$ cat src/rtl/page_mapper.sv
module page_mapper #(
  parameter int PAGE_W = 8
) (
  input  logic                 clk,
  input  logic                 rst_n,
  input  logic                 strap_bank,
  input  logic [15:0]          cpu_addr,
  input  logic                 cpu_wr,
  input  logic [7:0]           cpu_wdata,
  input  logic                 sel_page,
  input  logic                 sel_alt,
  input  logic                 sel_cfg,
  output logic [7:0]           rd_data,
  output logic [PAGE_W+11:0]   phys_addr,
  output logic                 sram_sel,
  output logic                 boot_sel,
  output logic                 wr_block
);
  localparam int NPAGE = 16;
  localparam int NALT  = 8;
  localparam logic [7:0] CFG_MASK = 8'hCE;

  logic [NPAGE-1:0][PAGE_W-1:0] page_q;
  logic [NALT-1:0][PAGE_W-1:0]  alt_q;
  logic [7:0]                   cfg_q;

  logic [3:0] pg;
  logic wodat, bootrom, bank, romseh, romsel;
  logic io_hit, boot_hit, lo_ov, hi_ov, redirect;
  logic [PAGE_W-1:0] xlat;

  assign pg      = cpu_addr[15:12];
  assign wodat   = cfg_q[7];
  assign bootrom = cfg_q[6];
  assign bank    = cfg_q[3];
  assign romseh  = cfg_q[2];
  assign romsel  = cfg_q[1];

  assign io_hit   = cpu_addr[15:9] == 7'b1110_000;
  assign boot_hit = bootrom && pg == 4'hF;
  assign lo_ov    = romsel && pg[3:1] == 3'b110;
  assign hi_ov    = romseh && pg[3:1] == 3'b111 && !io_hit;
  assign redirect = romseh && wodat && !boot_hit && cpu_addr[15:4] == 12'hFFF;

  assign xlat      = (lo_ov || hi_ov) ? alt_q[{bank, pg[1:0]}] : page_q[pg];
  assign phys_addr = {xlat, cpu_addr[11:0]};
  assign sram_sel  = !io_hit && !boot_hit;
  assign boot_sel  = boot_hit;
  assign wr_block  = cpu_wr && (boot_hit || lo_ov || hi_ov);

  always_ff @(posedge clk) begin
    if (!rst_n) begin
      for (int i = 0; i < NPAGE; i++) page_q[i] <= PAGE_W'(i);
      for (int i = 0; i < NALT; i++)  alt_q[i]  <= PAGE_W'(12 + (i % 4));
      cfg_q <= {4'b0000, strap_bank, 3'b000};
    end else begin
      if (cpu_wr && (sel_page || redirect)) page_q[cpu_addr[3:0]] <= PAGE_W'(cpu_wdata);
      if (cpu_wr && sel_alt) alt_q[cpu_addr[2:0]] <= PAGE_W'(cpu_wdata);
      if (cpu_wr && sel_cfg) cfg_q <= cpu_wdata & CFG_MASK;
    end
  end

  always_comb begin
    if (sel_page)      rd_data = 8'(page_q[cpu_addr[3:0]]);
    else if (sel_alt)  rd_data = 8'(alt_q[cpu_addr[2:0]]);
    else if (sel_cfg)  rd_data = cfg_q;
    else               rd_data = 8'h00;
  end


  io_quiet_chk: assert property (@(posedge clk) disable iff (!rst_n)
    cpu_addr[15:9] == 7'h70 |-> !sram_sel && !boot_sel && !wr_block);


  boot_excl_chk: assert property (@(posedge clk) disable iff (!rst_n)
    boot_sel |-> !sram_sel && (!cpu_wr || wr_block));


  redirect_chk: assert property (@(posedge clk) disable iff (!rst_n)
    cpu_wr && redirect |=> page_q[$past(cpu_addr[3:0])] == PAGE_W'($past(cpu_wdata)));


  hold_chk: assert property (@(posedge clk) disable iff (!rst_n)
    !cpu_wr |=> $stable(page_q) && $stable(alt_q) && $stable(cfg_q));


  cfg_mask_chk: assert property (@(posedge clk) disable iff (!rst_n)
    (rd_data & ~CFG_MASK) == 8'h00 || !sel_cfg || sel_page || sel_alt);


  lo_block_chk: assert property (@(posedge clk) disable iff (!rst_n)
    cpu_wr && cfg_q[1] && cpu_addr[15:13] == 3'b110 |-> wr_block);
endmodule

$ cat config.mk
export PLATFORM = sky130hd
export DESIGN_NAME = page_mapper
export DESIGN_NICKNAME = d
export VERILOG_FILES = /design/src/rtl/page_mapper.sv
export SDC_FILE = /design/constraint.sdc
export NUM_CORES = 1
export LEC_CHECK = 0
export BUFFER_PORTS_ARGS = -buffer_cell sky130_fd_sc_hd__buf_2
export CELL_PAD_IN_SITES_DETAIL_PLACEMENT = 0
export CELL_PAD_IN_SITES_GLOBAL_PLACEMENT = 2
export CORE_UTILIZATION = 41
export DETAILED_ROUTE_END_ITERATION = 10
export MAX_ROUTING_LAYER = met4
export PLACE_DENSITY = 0.89
export SLEW_MARGIN = 20
export SYNTH_ARGS = -nofsm -noshare
export SYNTH_HDL_FRONTEND = slang
export SYNTH_SLANG_ARGS = --single-unit
$ cat constraint.sdc
create_clock -name clk -period 2.2 [get_ports clk]
set_clock_uncertainty 0.1 [all_clocks]
set_input_delay 0.11 -clock clk [delete_from_list [all_inputs] [get_ports clk]]
set_output_delay 0.11 -clock clk [all_outputs]
set_load 0.1 [all_outputs]
==> results.md <==
* Cells after Synth at roughly 1100
* DRT Wirelength at roughly 34 mm
* Clock Latency Late Sink at 0.43 ns
* First-pass GRT wire length at ~53 mm
* Clock Path Buffers at 2
* CP Data Required Time at about 2.0 ns
* CP Cell Sequence: mux4_2 > a22o_1 > a211oi_2 > buf_4 > a31oi_4 > buf_12
* Fraction of registers with async set or reset after synthesis at 0
* Die footprint at 28300 um2
* Fin crit period at around 2.3 ns
* Crit-path slowest cell: mux4_2
* Reg2reg end: page_q[95]$_SDFFE_PN0P_
* I/O pin count at between 60 and 70
* Dominant synthesized flop cell: dfxtp_1
* Leakage at between 0.005 and 0.006 uW
* Yosys reg bits at between 150 and 200
* Status: finished with violations
* WHS Path Cells at 4
* Syn nets at 1115
* Pins Over Slew Limit at 0
* Critical Path End Type: primary output
* Core outline area at 27000 um2
* Total of max-cap violations at 0
* Chip Width at between 150 and 200 um
* RSZ-0062 raised after global routing: yes
* CP max FO at 3
* N_diodes at 0
* Detail Route Antenna Nets at 0
* Via density at between 5 and 6
* Worst Hold Path EP: cfg_q[2]$_SDFFE_PN0P_
* Pin count of the biggest net entering global routing at 54
* Initial Utilization at 0.419
* Worst setup SP type: flop
* H-tree depth at 4
* DR DRC count at 0
* Clk slew on worst S/H paths at approximately 0.07 ns
* Gr usage total at 0.254
* DP HPWL at between 20 and 25 mm
* Period utilisation layout at 1.03
* Mapped cell area at 11300 um2
* Grt total ovfl at 0
* Worst-Margin Slew at approximately 0.72 ns
* # rows at 60
* Post-synth EDFFs at 1
* CTS tree: built
* Sink Count at slightly below 200
* Yosys cell types at 57
* Fin nets at 1177
* Worst hold start: cpu_wr
* Layout cells sized above 1 at 0.308
* Worst slew margin at 0.517
* Worst path arrival time at between 2 and 2.5 ns
* Vias in the first global route at a little under 9000
* Syn_area_per_cell at roughly 10 um2
* Layout Utilization at 0.501
* P&R area growth vs syn at 19.7%
* Initial drt markers at between 600 and 700
* FMAX at around 0.44 GHz
* WL per Instance at approximately 23 um
* Reg-to-reg startpoint: cfg_q[6]$_SDFFE_PN0P_
* Worst Reg-to-Reg Cells at 5
* Pwr dens at a little over 600 nW/um2
* WHS at just over 0.09 ns
* Worst hold path type: input port to flop
* Final setup viols at 6
* Violated checks: setup timing
* Via count at about 8900
* Initial antenna violation count at 0
* DIE HEIGHT at 168 um
* CP max stage delay at between 0.4 and 0.5 ns
* Clock root cell: clkbuf_16
* Post-place setup slack at -0.0629 ns
* Area after DPL at ~13000 um2
* Reg-to-reg slack, setup at 0.09 ns
* Seq/Total Area, Yosys at 0.349
* Final Cell Area at around 14000 um2
* IO buf count at between 60 and 70
* Yosys warns at 0
* DR pass1 iterations at 5
* Final WS setup at -0.0767 ns
* CTS Buf Count at 17
* Setup Crit Path Kind: flop to primary output
* Final number of hold-violating endpoints at 0
* Placer Congestion at a little under 0.9
* Max VDD drop at between 0.0003 and 0.0004 V
==> metal layers <==
metal / track usage / wire (um) / vias up
met1: 0.351 / 15600 / 4464
met4: 0.0771 / 677 / 0
met3: 0.0287 / 1840 / 34
met2: 0.390 / 15700 / 296
met5: - / 0 / -
li1: - / - / 4090
==> power breakdown <==
part           switching, uW  internal, uW  leakage [uW]
clock                   1520          1750      0.000289
sequential              34.4          3610       0.00160
combinational            874           512       0.00368
total                   2430          5870       0.00557
==> flip-flops by register name, indices dropped and copies added, names as in the netlist <==
register / count
cfg_q: 5
page_q: 128
alt_q: 64
==> through the flow <==
step / TNS (ns) / power [uW] / std cells
2_1_floorplan: -1.10 / 4650 / 1084
3_3_place_gp: -0.115 / 5020 / 1454
3_5_place_dp: -0.230 / 5030 / 1454
4_1_cts: -0.222 / 8340 / 1500
5_1_grt: -0.659 / 8550 / 1500
6_report: -0.147 / 8300 / 1500
==> layout by cell type, fill, tap and decap left out, types with 19 or more instances in the layout <==
cell        n
nand2_1   195
dfxtp_1   175
mux2i_1   174
mux4_2     85
buf_4      67
nor2b_1    51
nand3_1    43
buf_2      39
a21boi_0   34
buf_12     25
a21oi_4    21
dfxtp_2    21
nor2_1     19
==> worst max-delay path: cells and delay by family (launching register included) <==
| kind | cells | cell delay [ns] |
|---|---|---|
| compound gates | 3 | 0.48 |
| mux | 1 | 0.47 |
| buf+inv | 2 | 0.35 |
| flops | 1 | 0.33 |
==> kinds of logic after synthesis <==
kind of cell / after synthesis / share of synthesized area
flops: 197 / 0.349
mux: 270 / 0.334
buf+inv: 109 / 0.0467
simple gates: 374 / 0.171
compound gates: 134 / 0.0991
==> synth_stat cells, types with 7 or more instances <==
master    count  share of area
nor2b_1      52          0.029
mux2i_1     178           0.16
buf_4        19          0.013
nor2_1       20         0.0066
a21oi_4      14          0.020
buf_2        26          0.011
nand2_1     198          0.066
a22oi_1      11         0.0073
buf_1         8         0.0027
o21ai_0      16         0.0071
a21o_1        8         0.0053
a21boi_0     34          0.023
nand3_1      43          0.019
mux4_2       85           0.17
o22ai_1      10         0.0055
a21oi_1       7         0.0031
clkbuf_1     51          0.017
mux2_2        7         0.0070
dfxtp_1     196           0.35
nor4_2       10          0.011
==> area by class of cell <==
cell class / count / area, um2
well taps: 341 / 427
fillers: 2431 / 13500
flip-flops and latches: 197 / 3980
clock inverters: 13 / 159
clock buffers: 19 / 443
repair buffers: 149 / 1390
multi-input cells: 778 / 7140
inverters: 3 / 11.3
==> worst max-delay path by stage <==
stage,startpoint,end,cells after the start
2_1_floorplan,cpu_addr[1],rd_data[0],7
3_3_place_gp,cpu_addr[0],rd_data[7],7
3_5_place_dp,cpu_addr[0],rd_data[3],6
4_1_cts,alt_q[18]$_SDFFE_PN1P_,rd_data[2],6
5_1_grt,alt_q[18]$_SDFFE_PN1P_,rd_data[2],6
6_report,alt_q[26]$_SDFFE_PN1P_,rd_data[2],6
==> what timing repair did <==
action                                 in CTS  in global routing
endpoints found under the hold margin      69                  0
resized for setup                          55                 13
pin swaps                                  16                  1
setup endpoints to repair                  16                 16
hold buffers                               11                  0
setup buffers                               3                  0
Power figures use the tool's default switching activity.
